### config.mk
export PLATFORM = sky130hd
export DESIGN_NAME = frame_capture_sel
export DESIGN_NICKNAME = d
export VERILOG_FILES = /design/src/rtl/fcs_pkg.sv /design/src/rtl/fcs_gray_decode.sv /design/src/rtl/fcs_decimator.sv /design/src/rtl/fcs_sat_counter.sv /design/src/rtl/frame_capture_sel.sv
export SDC_FILE = /design/constraint.sdc
export NUM_CORES = 1
export LEC_CHECK = 0
export BUFFER_PORTS_ARGS = -buffer_cell sky130_fd_sc_hd__buf_2
export CAP_MARGIN = 20
export CORE_UTILIZATION = 45
export DETAILED_ROUTE_END_ITERATION = 10
export GPL_ROUTABILITY_DRIVEN = 1
export PLACE_DENSITY = 0.69
export SYNTH_ARGS = -nofsm -noshare
export SYNTH_HDL_FRONTEND = slang
export SYNTH_HIERARCHICAL = 1
export SYNTH_SLANG_ARGS = --single-unit
### constraint.sdc
create_clock -name clk_i -period 2.4 [get_ports clk_i]
set_input_delay 0.24 -clock clk_i [delete_from_list [all_inputs] [get_ports clk_i]]
set_output_delay 0.24 -clock clk_i [all_outputs]
set_load 0.01 [all_outputs]
### src/rtl/fcs_pkg.sv
package fcs_pkg;
  typedef logic [1:0] buf_idx_t;

  localparam int unsigned NUM_BUF = 3;

  localparam logic [1:0] GRAY_B0  = 2'b00;
  localparam logic [1:0] GRAY_B1  = 2'b01;
  localparam logic [1:0] GRAY_B2  = 2'b11;
  localparam logic [1:0] GRAY_BAD = 2'b10;
endpackage

### src/rtl/fcs_gray_decode.sv
module fcs_gray_decode
  import fcs_pkg::*;
(
  input  logic [1:0] gray_i,
  output buf_idx_t   idx_o,
  output buf_idx_t   prev_idx_o,
  output logic       valid_o
);
  always_comb begin
    valid_o = 1'b1;
    unique case (gray_i)
      GRAY_B0: idx_o = 2'd0;
      GRAY_B1: idx_o = 2'd1;
      GRAY_B2: idx_o = 2'd2;
      default: begin
        idx_o   = 2'd0;
        valid_o = 1'b0;
      end
    endcase
  end

  // previous buffer in rotation, wrapping 0 -> last
  always_comb begin
    if (idx_o == 2'd0) prev_idx_o = buf_idx_t'(NUM_BUF - 1);
    else               prev_idx_o = idx_o - 2'd1;
  end
endmodule

### src/rtl/fcs_decimator.sv
module fcs_decimator #(
  parameter int unsigned RATIO = 6
) (
  input  logic clk_i,
  input  logic rst_ni,
  input  logic tick_i,
  output logic capture_o
);
  generate
    if (RATIO > 1) begin : g_count
      localparam int unsigned CW = $clog2(RATIO);
      localparam logic [CW-1:0] LAST = CW'(RATIO - 1);
      logic [CW-1:0] cnt_q;

      always_ff @(posedge clk_i or negedge rst_ni) begin
        if (!rst_ni)     cnt_q <= '0;
        else if (tick_i) cnt_q <= (cnt_q == LAST) ? '0 : cnt_q + 1'b1;
      end

      assign capture_o = tick_i && (cnt_q == '0);

      AST_DECIM_RANGE: assert property (@(posedge clk_i) disable iff (!rst_ni)
        cnt_q <= LAST);
      AST_DECIM_HOLD: assert property (@(posedge clk_i) disable iff (!rst_ni)
        !tick_i |=> $stable(cnt_q));
    end else begin : g_pass
      assign capture_o = tick_i;
    end
  endgenerate
endmodule

### src/rtl/fcs_sat_counter.sv
module fcs_sat_counter #(
  parameter int unsigned W = 8
) (
  input  logic         clk_i,
  input  logic         rst_ni,
  input  logic         inc_i,
  output logic [W-1:0] cnt_o
);
  logic [W-1:0] cnt_q;

  always_ff @(posedge clk_i or negedge rst_ni) begin
    if (!rst_ni)                    cnt_q <= '0;
    else if (inc_i && cnt_q != '1) cnt_q <= cnt_q + 1'b1;
  end

  assign cnt_o = cnt_q;

  AST_OVR_SATURATE: assert property (@(posedge clk_i) disable iff (!rst_ni)
    (cnt_q == '1) |=> (cnt_q == '1));
  AST_OVR_STEP: assert property (@(posedge clk_i) disable iff (!rst_ni)
    (cnt_q != $past(cnt_q)) |-> (cnt_q == $past(cnt_q) + 1'b1));
endmodule

### src/rtl/frame_capture_sel.sv
module frame_capture_sel
  import fcs_pkg::*;
#(
  parameter int unsigned AW    = 32,
  parameter int unsigned LW    = 24,
  parameter int unsigned DECIM = 6,
  parameter int unsigned OVR_W = 8
) (
  input  logic             clk_i,
  input  logic             rst_ni,
  input  logic             tick_i,
  input  logic [1:0]       wr_ptr_gray_i,
  input  logic [AW-1:0]    src_base_i,
  input  logic [AW-1:0]    frame_stride_i,
  input  logic [LW-1:0]    frame_bytes_i,
  input  logic             copy_busy_i,
  output logic             req_o,
  output logic [AW-1:0]    req_addr_o,
  output logic [LW-1:0]    req_len_o,
  output logic             gray_err_o,
  output logic [OVR_W-1:0] overrun_cnt_o
);
  buf_idx_t wr_idx, src_idx;
  logic     ptr_ok, capture, grant, overrun;
  logic [AW-1:0] src_addr;

  fcs_gray_decode i_dec (
    .gray_i     (wr_ptr_gray_i),
    .idx_o      (wr_idx),
    .prev_idx_o (src_idx),
    .valid_o    (ptr_ok)
  );

  fcs_decimator #(.RATIO(DECIM)) i_decim (
    .clk_i     (clk_i),
    .rst_ni    (rst_ni),
    .tick_i    (tick_i),
    .capture_o (capture)
  );

  assign grant   = capture && ptr_ok && !copy_busy_i;
  assign overrun = capture && ptr_ok && copy_busy_i;

  fcs_sat_counter #(.W(OVR_W)) i_ovr (
    .clk_i  (clk_i),
    .rst_ni (rst_ni),
    .inc_i  (overrun),
    .cnt_o  (overrun_cnt_o)
  );

  // index 0..2 times stride without a multiplier
  always_comb begin
    unique case (src_idx)
      2'd1:    src_addr = src_base_i + frame_stride_i;
      2'd2:    src_addr = src_base_i + (frame_stride_i << 1);
      default: src_addr = src_base_i;
    endcase
  end

  always_ff @(posedge clk_i or negedge rst_ni) begin
    if (!rst_ni) begin
      req_o      <= 1'b0;
      gray_err_o <= 1'b0;
      req_addr_o <= '0;
      req_len_o  <= '0;
    end else begin
      req_o      <= grant;
      gray_err_o <= tick_i && !ptr_ok;
      if (grant) begin
        req_addr_o <= src_addr;
        req_len_o  <= frame_bytes_i;
      end
    end
  end

  AST_REQ_AFTER_TICK: assert property (@(posedge clk_i) disable iff (!rst_ni)
    req_o |-> $past(tick_i));
  AST_REQ_NOT_BUSY: assert property (@(posedge clk_i) disable iff (!rst_ni)
    req_o |-> !$past(copy_busy_i));
  AST_REQ_LEGAL_PTR: assert property (@(posedge clk_i) disable iff (!rst_ni)
    req_o |-> ($past(wr_ptr_gray_i) != GRAY_BAD));
  AST_ERR_EXCLUSIVE: assert property (@(posedge clk_i) disable iff (!rst_ni)
    gray_err_o |-> !req_o);
  AST_QUIET_NO_TICK: assert property (@(posedge clk_i) disable iff (!rst_ni)
    !$past(tick_i) |-> (!req_o && !gray_err_o));
  AST_SRC_NOT_WRITING: assert property (@(posedge clk_i) disable iff (!rst_ni)
    ptr_ok |-> (src_idx != wr_idx && src_idx < 2'd3));
endmodule

==> impl_metrics.tcl <==
set metrics [dict create \
    status "complete, but fails checks" \
    violations "setup timing" \
    syn_inst 803 \
    arrival_ns 2.74 \
    tritoncts "built" \
    leakage_nw 4.44 \
    io_buffers 159 \
    num-fill-cells 1219 \
    drive_gt1_share_pct 34.7 \
    r2r_slack_ns 0.09 \
    areaGrowthSynthToFinish_pct 41.1 \
    drv_slew 0 \
    vias 7224 \
    drt-vias-per-instance 5.67 \
    hold_ws_ns 0.0524 \
    die_y_um 121 \
    end_kind "flip-flop" \
    grt_usage_pct 29.5 \
    grt_max_degree 70 \
    antenna_found_initial 0 \
    path_max_fanout 3 \
    die_w_um 121 \
    ir_worst_vdd_v 0.000338 \
    relSlewSlack_pct 37.5 \
    grt_pass1_vias 6837 \
    place.gp.congestion 0.960 \
    overflow 0 \
    post-place-ws_ns -0.421 \
    holdCritPathClass "primary input to async pin" \
    grt_pass1_wl_um 33900 \
    worst_slack_ns -0.0575 \
    tightest_slew_ns 0.937 \
    clockBufferDepth 2 \
    htreeDepth 3 \
    clk_pin_slew_ns 0.06 \
    critPathLaunch "frame_stride_i[0]" \
    syn-num-nets 963 \
    yosys_warnings 6 \
    cts_hold_buffers 0 \
    rows 43 \
    drt_first_iter_violations 418 \
    final_area_um2 9030 \
    max_freq_ghz 0.407 \
    post-route-min-period_ns 2.46 \
    start_util_pct 46.1 \
    n_antenna_cell 0 \
    power_density_nw_per_um2 734 \
    die-area_um2 14700 \
    io_pins 160 \
    r2r_cells 10 \
    wl_um 21700 \
    r2r_end "req_addr_o[28]" \
    rsz0062_at_grt "yes" \
    synthesis.area_um2 6400 \
    crit_type "primary input to flip-flop" \
    reg2reg_from "i_decim/g_count.cnt_q[2]" \
    syn_avg_cell_area_um2 7.97 \
    core_um2 13900 \
    required_ns 2.68 \
    start_kind "primary input" \
    dr.pass1.iters 5 \
    drc_errors 0 \
    hold_viol_final 0 \
    crit_end "req_addr_o[27]" \
    setup_viol 5 \
    timing.final.crit_share_pct 102 \
    cts-root-buf "clkbuf_16" \
    avgRoutedWirePerCell_um 17.1 \
    hpwl_um 16400 \
    nets 1248 \
    finClkSkew_ns 0.00778 \
    clock-sinks 69 \
    maxCapViolations 0 \
    placed_cell_area_um2 8440 \
    ant_nets 0 \
    numCtsBuffers 9 \
    insertion_delay_ns 0.35 \
]
==> per-layer routing <==
| metal | part of all wire (%) | wire [um] | global-route usage (%) | vias to the layer above |
|---|---|---|---|---|
| met3 | 7.0 | 1530 | 5.03 | 51 |
| met4 | 2.3 | 495 | 8.80 | 0 |
| met5 | 0 | 0 | 0 | - |
| met1 | 44 | 9560 | 38.4 | 3349 |
| li1 | - | - | - | 3514 |
| met2 | 47 | 10100 | 49.8 | 310 |
==> through the flow <==
stage	TNS [ns]	util [%]	instances	power, mW
2_1_floorplan	-0.208	-	803	3.61
3_3_place_gp	-5.77	60.8	1252	4.88
3_5_place_dp	-6.51	60.8	1252	4.94
4_1_cts	-0.0456	63.4	1269	6.58
5_1_grt	-0.732	65.0	1273	7.07
6_report	-0.174	65.0	1273	6.63
==> critical path, stage by stage <==
cell and delay, ns:
buf_8 0.10, buf_6 0.11, ha_4 0.16, fa_2 0.37
a21oi_4 0.15, o221ai_2 0.12, and3_4 0.18, a21oi_4 0.20
o21ai_2 0.08, a41o_1 0.30, o31a_1 0.33, mux2_2 0.29
a21oi_2 0.12
==> registers in the layout, indices dropped and copies added, names as in the netlist <==
signal / flops
req_addr_o: 32
req_len_o: 24
i_ovr/cnt_o: 8
i_decim/g_count.cnt_q: 3
gray_err_o: 1
req_o: 1
==> placed cells by master (no fill, tap or decap), types with 9 or more instances in the layout <==
cell         n
a21oi_1     60
buf_4      147
clkbuf_16    9
a21o_1      13
xnor2_1     33
o21ai_0     70
a31oi_1     12
nand2_1    139
inv_1       25
buf_2      153
ha_1        58
and3_1      12
nor2b_1      9
dfrtp_1     69
nand3_1     17
a221oi_1    12
xor2_1      17
nor2_1      33
nor3_1      12
o211ai_1    11
nand2b_1    12
==> layout make-up <==
class,count,area (um^2),area share (%)
clock inverter,5,106,1.18
inverter,27,101,1.12
timing repair buffer,309,1970,21.9
tap,180,225,2.49
clock buffer,11,243,2.69
sequential,69,1730,19.1
multi-input combinational,672,4650,51.5
==> power by group <==
group	internal, mW	switching (mW)
Combinational	1.38	1.66
Sequential	1.68	0.307
Clock	1.05	0.548
Total	4.11	2.52
==> worst min path at each step <==
| stage | startpoint | end | slack, ns | depth (start not counted) |
|---|---|---|---|---|
| after detailed placement | rst_ni | i_ovr/cnt_o[4] | 0.44 | 1 |
| final | rst_ni | req_addr_o[0] | 0.05 | 1 |
| after global routing | frame_bytes_i[9] | req_len_o[9] | 0.09 | 3 |
| after CTS | frame_bytes_i[9] | req_len_o[9] | 0.07 | 3 |
| after global placement | frame_bytes_i[16] | req_len_o[16] | 0.43 | 3 |
| after floorplan | rst_ni | gray_err_o | -0.06 | 0 |
==> timing repair <==
action	in CTS	in global routing
pin swaps	6	26
endpoints found under the setup margin	7	19
resized for setup	3	48
setup buffers	1	5
Note: power is estimated with default switching activity, not from simulation.
